<file path="src/rtl/irq_ctrl_pkg.sv">
// Package: shared types for the interrupt controller.
// Assumes a two-bit register address space.
package irq_ctrl_pkg;

    // Register addresses decoded by the write port
    typedef enum logic [1:0] {
        REG_MASK    = 2'd0,
        REG_SWREQ   = 2'd1,
        REG_EDGECLR = 2'd2,
        REG_SPARE   = 2'd3
    } irq_reg_e;

endpackage

</file>
<file path="src/rtl/irq_edge_latch.sv">
// Module: per-bit rising-edge detector with sticky latch.
// Holds each event until a write-one-to-clear bit arrives; a new edge
// in the same cycle as its clear wins. Inputs are assumed synchronous.
module irq_edge_latch #(
    parameter int N_EVT = 3
) (
    input  logic             clk_i,
    input  logic             rst_ni,
    input  logic [N_EVT-1:0] evt_i,
    input  logic [N_EVT-1:0] clr_i,
    output logic [N_EVT-1:0] lat_o
);

    logic [N_EVT-1:0] prev_q;

    for (genvar e = 0; e < N_EVT; e++) begin : g_evt
        // Remember the last sampled level of event e
        always_ff @(posedge clk_i) begin
            if (!rst_ni) prev_q[e] <= 1'b0;
            else         prev_q[e] <= evt_i[e];
        end

        // Set on rising edge, clear on request, set dominates
        always_ff @(posedge clk_i) begin
            if (!rst_ni)                     lat_o[e] <= 1'b0;
            else if (evt_i[e] && !prev_q[e]) lat_o[e] <= 1'b1;
            else if (clr_i[e])               lat_o[e] <= 1'b0;
        end
    end

endmodule

</file>
<file path="src/rtl/irq_mode_gate.sv">
// Module: qualifies per-mode trap requests by the current processor mode.
// Assumes mode 0 is the most privileged; trap m passes when mode <= m.
module irq_mode_gate #(
    parameter int N_MODE = 4,
    localparam int MODE_W = (N_MODE > 1) ? $clog2(N_MODE) : 1
) (
    input  logic [N_MODE-1:0] req_i,
    input  logic [MODE_W-1:0] mode_i,
    output logic [N_MODE-1:0] qual_o
);

    for (genvar m = 0; m < N_MODE; m++) begin : g_mode
        // Trap m is live only at equal or higher privilege
        assign qual_o[m] = req_i[m] && (mode_i <= MODE_W'(m));
    end

endmodule

</file>
<file path="src/rtl/irq_prio_enc.sv">
// Module: highest-set-bit encoder.
// Assumes priority rises with bit index; outputs 0 when nothing is set.
module irq_prio_enc #(
    parameter int N = 17,
    localparam int ID_W = (N > 1) ? $clog2(N) : 1
) (
    input  logic [N-1:0]    vec_i,
    output logic            any_o,
    output logic [ID_W-1:0] id_o
);

    // Scan upward so the last hit, the highest index, is kept
    always_comb begin
        id_o = '0;
        for (int i = 0; i < N; i++) begin
            if (vec_i[i]) id_o = ID_W'(i);
        end
    end

    // Flag any request at all
    assign any_o = |vec_i;

endmodule

</file>
<file path="src/rtl/irq_ctrl.sv">
// Module: top of the multi-source maskable interrupt controller.
// Builds the pending vector {level, edge, software, trap} (high to low),
// masks it, and registers the request line and winning index.
// Assumes a synchronous active-low reset and synchronous inputs.
module irq_ctrl #(
    parameter int N_LVL  = 6,
    parameter int N_EDGE = 3,
    parameter int N_SW   = 4,
    parameter int N_MODE = 4,
    parameter int DATA_W = 32,
    localparam int N_SRC   = N_LVL + N_EDGE + N_SW + N_MODE,
    localparam int ID_W    = $clog2(N_SRC),
    localparam int MODE_W  = (N_MODE > 1) ? $clog2(N_MODE) : 1
) (
    input  logic              clk_i,
    input  logic              rst_ni,
    input  logic [N_LVL-1:0]  lvl_irq_i,
    input  logic [N_EDGE-1:0] evt_i,
    input  logic [N_MODE-1:0] ast_req_i,
    input  logic [MODE_W-1:0] cur_mode_i,
    input  logic              wr_en_i,
    input  logic [1:0]        wr_addr_i,
    input  logic [DATA_W-1:0] wr_data_i,
    output logic [N_SRC-1:0]  pending_o,
    output logic              irq_o,
    output logic [ID_W-1:0]   irq_id_o
);
    import irq_ctrl_pkg::*;

    localparam int SW_LO   = N_MODE;
    localparam int EDGE_LO = SW_LO + N_SW;
    localparam int LVL_LO  = EDGE_LO + N_EDGE;

    logic [N_SRC-1:0]  mask_q;
    logic [N_SW-1:0]   sw_q;
    logic [N_EDGE-1:0] edge_q;
    logic [N_EDGE-1:0] edge_clr;
    logic [N_MODE-1:0] trap_qual;
    logic [N_SRC-1:0]  raw_vec;
    logic              any_pend;
    logic [ID_W-1:0]   top_id;
    logic              unused_wdata;
    irq_reg_e          wr_reg;

    assign wr_reg       = irq_reg_e'(wr_addr_i);
    assign unused_wdata = ^wr_data_i;

    // Mask register load
    always_ff @(posedge clk_i) begin
        if (!rst_ni)                            mask_q <= '0;
        else if (wr_en_i && wr_reg == REG_MASK) mask_q <= wr_data_i[N_SRC-1:0];
    end

    // Software request register load
    always_ff @(posedge clk_i) begin
        if (!rst_ni)                             sw_q <= '0;
        else if (wr_en_i && wr_reg == REG_SWREQ) sw_q <= wr_data_i[N_SW-1:0];
    end

    // Write-one-to-clear strobe for the edge latches
    assign edge_clr = (wr_en_i && wr_reg == REG_EDGECLR) ? wr_data_i[N_EDGE-1:0]
                                                         : '0;

    irq_edge_latch #(.N_EVT(N_EDGE)) edge_i (
        .clk_i  (clk_i),
        .rst_ni (rst_ni),
        .evt_i  (evt_i),
        .clr_i  (edge_clr),
        .lat_o  (edge_q)
    );

    irq_mode_gate #(.N_MODE(N_MODE)) gate_i (
        .req_i  (ast_req_i),
        .mode_i (cur_mode_i),
        .qual_o (trap_qual)
    );

    // Assemble unmasked vector; position equals priority
    assign raw_vec[SW_LO-1:0]      = trap_qual;
    assign raw_vec[EDGE_LO-1:SW_LO] = sw_q;
    assign raw_vec[LVL_LO-1:EDGE_LO] = edge_q;
    assign raw_vec[N_SRC-1:LVL_LO] = lvl_irq_i;

    // Apply per-source enables
    assign pending_o = raw_vec & mask_q;

    irq_prio_enc #(.N(N_SRC)) enc_i (
        .vec_i (pending_o),
        .any_o (any_pend),
        .id_o  (top_id)
    );

    // Register request line and winner together
    always_ff @(posedge clk_i) begin
        if (!rst_ni) begin
            irq_o    <= 1'b0;
            irq_id_o <= '0;
        end else begin
            irq_o    <= any_pend;
            irq_id_o <= top_id;
        end
    end

endmodule

</file>
<file path="config.mk">
export PLATFORM = sky130hd
export DESIGN_NAME = irq_ctrl
export DESIGN_NICKNAME = d
export VERILOG_FILES = /design/src/rtl/irq_ctrl_pkg.sv /design/src/rtl/irq_edge_latch.sv /design/src/rtl/irq_mode_gate.sv /design/src/rtl/irq_prio_enc.sv /design/src/rtl/irq_ctrl.sv
export SDC_FILE = /design/constraint.sdc
export NUM_CORES = 1
export LEC_CHECK = 0
export ABC_AREA = 1
export BUFFER_PORTS_ARGS = -buffer_cell sky130_fd_sc_hd__buf_2
export CORE_MARGIN = 10
export CORE_UTILIZATION = 40
export CTS_CLUSTER_DIAMETER = 100
export CTS_CLUSTER_SIZE = 25
export DETAILED_ROUTE_END_ITERATION = 8
export GPL_ROUTABILITY_DRIVEN = 0
export PLACE_DENSITY_LB_ADDON = 0.1
export SLEW_MARGIN = 20
export SYNTH_ARGS = -nofsm -noshare
export SYNTH_HDL_FRONTEND = slang
export SYNTH_SLANG_ARGS = --single-unit
</file>
<file path="constraint.sdc">
create_clock -name clk_i -period 1.61 [get_ports clk_i]
set_input_delay 0.2415 -clock clk_i [delete_from_list [all_inputs] [get_ports clk_i]]
set_output_delay 0.2415 -clock clk_i [all_outputs]
set_load 0.05 [all_outputs]
</file>
After elaboration in Yosys (flattened, before gate mapping). Cells that the tools add are included.

Register bits after elaboration: 33. Input port bits: 52. Output and inout port bits: 23. Logic and storage cells: 61.

Magnitude comparators: 4. Equality and inequality tests: 2. Multiplexer cells: 23. Bitwise operators: 2. Reduce and logical (&&, ||, !) cells: 19.

Operator list (number): $mux 4 (8); $and 17x17->17 (1); $reduce_or 17->1 (1); $mux 3 (5); $logic_and 1x1->1 (10); $mux 1 (7); $reduce_bool 2->1 (3); $mux 5 (1); $le 2x1->1 const B (2); $le 2x2->1 const B (2); $mux 2 (2); $logic_not 1->1 (3); $eq 2x1->1 const B (1); $eq 2x2->1 const B (1); $logic_not 2->1 (1); $reduce_or 2->1 (1); $not 1->1 (1).

Logic depth before layout (Yosys ltp). Gate-level depths: netlist of the first run.

Word-level depth: 19. Mapped depth: 16. Gate-level depth less buffers: 16.

By module. Synthesis of the first run repeated with hierarchy kept, for this count alone.

Cells, all modules: 283. Area total of the unflattened synthesis: 1729.2 sq um.

Modules (own cells, without submodules): irq_ctrl (instances 1, cells each 196, area an instance 1265.0 sq um, sequential area each 540.5 sq um); irq_edge_latch (instances 1, cells each 28, area an instance 217.7 sq um, sequential area each 120.1 sq um); irq_prio_enc (instances 1, cells each 51, area an instance 209.0 sq um, sequential area each 0.0 sq um); irq_mode_gate (instances 1, cells each 8, area an instance 37.5 sq um, sequential area each 0.0 sq um).

Worst setup path after synthesis of the first run. OpenSTA, ideal clock, no wires.

Kind: register to register. Start: register mask_q[0]. End: register irq_o. Library setup time: 0.058 ns. Data arrival time: 1.756 ns. Data required time: 1.552 ns. Slack: -0.204 ns. Stages on the path, launching flop included: 7. Buffers on the path: 0. Period minus slack after synthesis: 1.814 ns. Path through: dfxtp_1 > nand2_1 > nor3_1 > nor4_1 > nand3_1 > o21ai_1 > inv_1.

Cells in the longest elaborated chain, start to end: 2.

Ends and longest elaborated chain: start: declaration (line irq_ctrl.sv:34) `logic [N_SRC-1:0] mask_q;`; start signal: assignment (line irq_ctrl.sv:51) `else if (wr_en_i && wr_reg == REG_MASK) mask_q <= wr_data_i[N_SRC-1:0];`; $and 17x17->17 (line irq_ctrl.sv:85) `assign pending_o = raw_vec & mask_q;`; net pending_o[0] (line irq_ctrl.sv:24) `output logic [N_SRC-1:0] pending_o,`; $reduce_or 17->1 (line irq_prio_enc.sv:21) `assign any_o = |vec_i;`; end signal: assignment (line irq_ctrl.sv:99) `irq_o <= any_pend;`; end: declaration (line irq_ctrl.sv:25) `output logic irq_o,`.

The timed path passes the listed nets, and every way through them passes these cells. A chain may end at the register's enable or synchronous reset.

Worst setup path after layout of the first run.
Start: register mask_q[0]. End: output pending_o[0].

Cells in the longest elaborated chain, start to end: 1.

Ends and longest elaborated chain (line): $and 17x17->17 (irq_ctrl.sv:85); end: declaration (irq_ctrl.sv:24).

Every way passes these cells.

==> results of run 1 <==
-- placed cells by master (no fill, tap or decap), types with 2 or more instances in the layout --
| cell | n |
|---|---|
| nand2_1 | 38 |
| nor2_1 | 50 |
| inv_1 | 22 |
| clkbuf_1 | 3 |
| o21ai_1 | 6 |
| buf_2 | 59 |
| nand3_1 | 5 |
| clkbuf_4 | 5 |
| a21oi_2 | 2 |
| buf_4 | 3 |
| o21ai_0 | 20 |
| dfxtp_1 | 32 |
| nor4_1 | 2 |
| nor3_2 | 2 |
| nand2_2 | 4 |
-- metal layers --
layer	track usage [%]	up-vias	share of wire, %
met5	0	-	0
li1	-	737	-
met2	18.8	38	43
met1	14.1	601	47
met3	5.13	5	8.0
met4	5.91	0	1.6
-- worst max path at each step --
stage / slack (ns) / to / cells past startpoint / start
after floorplan: 0.004 / irq_id_o[0]$_SDFF_PP0_ / 16 / mask_q[1]$_SDFFE_PN0P_
after global routing: 0.03 / irq_id_o[0]$_SDFF_PP0_ / 16 / mask_q[1]$_SDFFE_PN0P_
after detailed placement: 0.21 / irq_id_o[0]$_SDFF_PP0_ / 16 / cur_mode_i[1]
final: 0.16 / pending_o[0] / 3 / mask_q[0]$_SDFFE_PN0P_
after global placement: 0.23 / irq_id_o[0]$_SDFF_PP0_ / 16 / cur_mode_i[1]
after CTS: 0.14 / pending_o[0] / 3 / mask_q[0]$_SDFFE_PN0P_
-- registers in the layout (all words and copies together), names as in the netlist --
name and cells:
edge_i.prev_q 3, sw_q 4, irq_o 1, mask_q 17
irq_id_o 5, edge_i.lat_o 3
-- through the flow --
stage                     hold slack (ns)  setup slack [ns]
after global routing                0.118            0.0295
after global placement              0.392             0.227
final                               0.117             0.163
after detailed placement            0.401             0.211
after CTS                           0.101             0.141
after floorplan                     0.354           0.00365
-- cell families (layout without fill, tap and decap cells) --
family | after synthesis | count (layout) | synth area share [%]
AO/OA/AOI/OAI | 31 | 31 | 12.0
flip-flops | 33 | 33 | 48.6
AND/OR/NAND/NOR | 104 | 104 | 31.6
buffers and inverters | 28 | 93 | 7.82
-- cell type report --
class	instances	share of cell area, %
sequential	33	37.3
multi-input combinational	135	33.9
timing repair buffer	62	17.9
inverter	23	4.87
tap	46	3.24
clock buffer	8	2.75
-- power by group --
group | internal (W) | leakage, nW | switching [W] | total (W)
Sequential | 0.000867 | 0.272 | 0.0000236 | 0.000891
Clock | 0.000174 | 0.0265 | 0.000260 | 0.000434
Combinational | 0.0000917 | 0.787 | 0.000185 | 0.000277
Total | 0.00113 | 1.09 | 0.000468 | 0.00160
-- repair_timing --
action	in CTS	in global routing
endpoints found under the setup margin	0	1
setup buffers	0	1
gates resized for setup	0	1
-- worst reg2reg max path, cell delays in order (launching register included) --
cell and delay (ns):
dfxtp_2 0.34, nand2_1 0.06, nor2_2 0.15, nand2_1 0.06
nand2_1 0.06, nand2_1 0.04, nand2_1 0.05, nand2_1 0.04
nand2_1 0.06, nand2_1 0.04, nand2_1 0.05, nand2_1 0.04
nand2_1 0.05, nand2_1 0.04, nand2_1 0.07, nand2_1 0.06
a21oi_2 0.10
==> qor.yml, run 1 <==
status: "complete, no violations"
drtAntennaViolNets: 0
synth.most_common_cell: "nor2_1"
crit_chain: "nand2_1 -> nor3_2 -> buf_2"
n_antenna_cell: 0
port_buffers: 59
max_cap_violations: 0
finalCritPeriodShare_pct: 89.9
hold_end: "edge_i.prev_q[1]$_SDFF_PN0_"
die_area_um2: 6130
grt_pass1_wl_um: 6080
crit_type: "flip-flop to output port"
r2r_slack_ns: 0.23
cp-start-kind: "flip-flop"
clock_sinks: 33
stdcell_count: 307
cts_tree: "done"
finalHoldViolCount: 0
clock_path_buffers: 2
tightest_slew_ns: 0.459
synth_top_area_share_pct: 48.6
clock_latency_ns: 0.33
max_slew_margin_pct: 69.4
antenna_found_initial: 0
ys_ff_latch: 33
synth_top_area_cell: "dfxtp_1"
htree_levels: 2
slew_viol_final: 0
grtUsageTotal_pct: 12.1
synthArstFlopShare_pct: 0
setup_violations: 0
finalInstanceArea_um2: 1770
p_leak_nw: 1.09
cellPowerDensity_nw_per_um2: 902
cp.buffers_inverters: 1
dp_cells: 298
fp.dieW_um: 78.3
synth.top_cells.by_area: "dfxtp_1 (49%), nor2_1 (14%), nand2_1 (10%), o21ai_0 (7.4%), inv_1 (6.1%)"
min-delay-start: "evt_i[1]"
reg2reg_to: "irq_id_o[0]$_SDFF_PP0_"
seqCellArea_um2: 662
syn_inst: 196
fin_setup_tns_ns: 0
cts_root_buf: "clkbuf_4"
clk_pin_slew_ns: 0.09
io_pins: 75
ir_drop_mv: 0.433
final_nets: 312
grt_start_max_net_pins: 31
nFillCells: 377
path_max_fanout: 2
critPathCaptureType: "output port"
p_total_w: 0.00160
synthFlopType: "dfxtp_1"
firstDrtPassIters: 4
avgViaCountPerCell: 4.50
placementRows: 21
multi_input_area_um2: 602
syn_avg_cell_area_um2: 6.94
min_period_ns: 1.45
grt_pass1_vias: 1385
start_util_pct: 41.1
clock.fmax_mhz: 691
cp_top_family: "flip-flops"
drtIter0Drc: 67
synthToLayoutAreaGrowth_pct: 30.5
routedWlPerCell_um: 11.9
numCtsBuffers: 5
arrival_ns: 1.21
fp.dieH_um: 78.3
critPathMaxStageDelay_ns: 0.35
yosys_warnings: 0
drive_gt1_share_pct: 30.3
netlist_area_um2: 1360
synth_edf_count: 0
holdBufCountCts: 0
vias: 1381
post-route-util_pct: 53.6
slowest_stage: "dfxtp_1"
r2r_cells: 16
worst_clock_skew_ns: 0.00609
drc_errors: 0
rr_startpoint: "mask_q[1]$_SDFFE_PN0P_"
synth.distinct_cells: 21
hold_path_class: "primary input to flip-flop"
grt-ovfl-total: 0
ys_seq_area_share_pct: 48.6
drt-total-wl_um: 3650
dp_hpwl_um: 2840
core_um2: 3310
required_ns: 1.37
rsz0062_at_grt: "no"
holdPathStages: 3
synth_common_cells: "nor2_1 (50), nand2_1 (38), dfxtp_1 (33)"
syn_nets: 248
postPlaceCellArea_um2: 1720
Power figures use the tool's default switching activity.
==> inputs of run 2 (changes only) <==
--- a/config.mk
+++ b/config.mk
@@ -8,7 +8,7 @@
 export ABC_AREA = 1
 export BUFFER_PORTS_ARGS = -buffer_cell sky130_fd_sc_hd__buf_2
 export CORE_MARGIN = 10
-export CORE_UTILIZATION = 40
+export CORE_UTILIZATION = 43
 export CTS_CLUSTER_DIAMETER = 100
 export CTS_CLUSTER_SIZE = 25
 export DETAILED_ROUTE_END_ITERATION = 8
==> run 2 against run 1 <==
Compared with the run above: sequential share of layout area increased by 0.061 points; flip-flop and latch count unchanged; critical path depth unchanged.
==> qor.yml, run 2 (synthesized netlist as in run 1, its figures left out) <==
antenna_found_initial: 0  # unchanged
placementRows: 20  # -4.8%
core_um2: 3050  # -7.8%
rsz0062_at_grt: "no"
holdPathStages: 3  # unchanged
nFillCells: 353  # -6.4%
n_antenna_cell: 0  # unchanged
grt_pass1_wl_um: 6090  # +0.12%
largest_reg_flops: 17  # unchanged
clock_sinks: 33  # unchanged
r2r_cells: 16  # unchanged
grt_start_max_net_pins: 31  # unchanged
setup_violations: 0  # unchanged
grtUsageMet2_pct: 19.0  # +0.22 points
clock_path_buffers: 2  # unchanged
globalRouteMet1Util_pct: 15.1  # +1.0 points
grt_pass1_vias: 1303  # -5.9%
final_nets: 311  # -0.32%
avgViaCountPerCell: 4.47  # -0.62%
grt-ovfl-total: 0  # unchanged
numCtsBuffers: 5  # unchanged
firstDrtPassIters: 4  # unchanged
p_sw_share_pct: 29.0  # -0.21 points
drive_gt1_share_pct: 29.6  # -0.65 points
rr_startpoint: "mask_q[1]$_SDFFE_PN0P_"
final_cell_mix: "buf_2 (59), nor2_1 (50), nand2_1 (38), dfxtp_1 (33), inv_1 (22)"
max_cap_violations: 0  # unchanged
cellPowerDensity_nw_per_um2: 902  # about the same
post-cts-setup-buffer-count: 0  # unchanged
htree_levels: 2  # unchanged
crit_type: "flip-flop to output port"
clock_latency_ns: 0.33  # about the same
cts_tree: "done"
cts_resized: 0  # unchanged
routedWlPerCell_um: 11.7  # -1.2%
regMostFlops: "mask_q"
required_ns: 1.37  # about the same
fp.dieW_um: 76.2  # -2.6%
layout_commonest_cell: "buf_2"
slowest_stage: "dfxtp_1"
port_buffers: 59  # unchanged
drc_errors: 0  # unchanged
critPathCaptureType: "output port"
tightest_slew_ns: 0.456  # -0.00302 ns
clock.fmax_mhz: 694  # +0.45%
io_pins: 75  # unchanged
busiest_layer: "met2"
cp-startpoint: "mask_q[0]$_SDFFE_PN0P_"
arrival_ns: 1.20  # about the same
path_max_fanout: 2  # unchanged
drt-total-wl_um: 3570  # -2.2%
ir_drop_mv: 0.581  # +34%
min_period_ns: 1.44  # -0.00643 ns
internal_power_w: 0.00113  # about the same
power_frac_seq_pct: 55.8  # +0.2 points
post-route-util_pct: 57.9  # +4.3 points
min-delay-start: "evt_i[0]"
die_area_um2: 5810  # -5.2%
grtUsageTotal_pct: 12.8  # +0.66 points
drtAntennaViolNets: 0  # unchanged
use_met3_pct: 6.60  # +1.5 points
status: "complete, no violations"
worst_clock_skew_ns: 0.00379  # -0.00230 ns
cp-start-kind: "flip-flop"
crit_chain: "nand2_1 -> nor3_2 -> buf_2"
holdBufCountCts: 0  # unchanged
p_leak_nw: 1.08  # -0.45%
cts_root_buf: "clkbuf_4"
combinationalPowerShare_pct: 17.3  # about the same
pwr-share-clk_pct: 26.8  # -0.3 points
hold_path_class: "primary input to flip-flop"
synthToLayoutAreaGrowth_pct: 30.0
finalHoldViolCount: 0  # unchanged
clk_pin_slew_ns: 0.09  # about the same
finalCritPeriodShare_pct: 89.5  # -0.40 points
fin_setup_tns_ns: 0  # unchanged
drtIter0Drc: 76  # +13%
critPathMaxStageDelay_ns: 0.35  # about the same
p_sw_w: 0.000463  # -1.1%
fp.dieH_um: 76.2  # -2.6%
dp_hpwl_um: 2770  # -2.4%
start_util_pct: 44.5  # +3.5 points
slew_viol_final: 0  # unchanged
vias: 1359  # -1.6%
top_regs: "mask_q (17), irq_id_o (5), sw_q (4)"
max_slew_margin_pct: 69.6  # +0.20 points
[run 2: changes by cell type in the layout (fill, tap and decap cells not counted), sizes merged]
cell,delta
buf,-1
[run 2: worst paths after layout]
check	to	slack, ns
setup reg to reg	irq_id_o[0]$_SDFF_PP0_	0.24
setup / recovery	pending_o[0]	0.17
hold reg to reg	edge_i.lat_o[0]$_SDFFE_PN0P_	0.41
hold / removal	edge_i.prev_q[0]$_SDFF_PN0_	0.10
[run 2: final cells by class]
| cell class | count | area [um^2] | area share, % |
|---|---|---|---|
| Tap cell | 44 | 55.1 | 3.11 |
| Inverter | 23 | 86.3 | 4.88 |
| Sequential cell | 33 | 661 | 37.4 |
| Multi-Input combinational cell | 135 | 607 | 34.3 |
| Clock buffer | 8 | 48.8 | 2.76 |
| Timing Repair Buffer | 61 | 310 | 17.6 |
[run 2: routing by layer]
layer  vias up  part of all wire, %
met5         -                    0
met4         0                  1.5
met3         7                  7.7
met2        39                   45
met1       574                   46
li1        739                    -
[run 2: power by group through the flow]
stage,clock network [W],logic (W),registers [W]
global placement,0,0.000275,0.000908
CTS,0.000445,0.000279,0.000891
finish,0.000428,0.000277,0.000890
floorplan,0,0.000139,0.000949
global route,0.000495,0.000311,0.000898
detailed placement,0,0.000278,0.000910
[run 2: through the flow]
step / power [W] / instances / instance area (um^2) / setup slack [ns] / hold slack [ns]
CTS: 0.00162 / 304 / 1760 / 0.148 / 0.0977
finish: 0.00159 / 304 / 1770 / 0.169 / 0.105
global placement: 0.00118 / 296 / 1710 / 0.239 / 0.391
detailed placement: 0.00119 / 296 / 1710 / 0.233 / 0.395
global route: 0.00170 / 304 / 1770 / 0.0126 / 0.0964
floorplan: 0.00109 / 196 / 1370 / 0.00365 / 0.354
[run 2: worst max-delay path: cells and delay by family (launching register included)]
| kind | cells | cell delay [ns] |
|---|---|---|
| buffers and inverters | 1 | 0.30 |
| flip-flops | 1 | 0.35 |
| AND/OR/NAND/NOR | 2 | 0.21 |
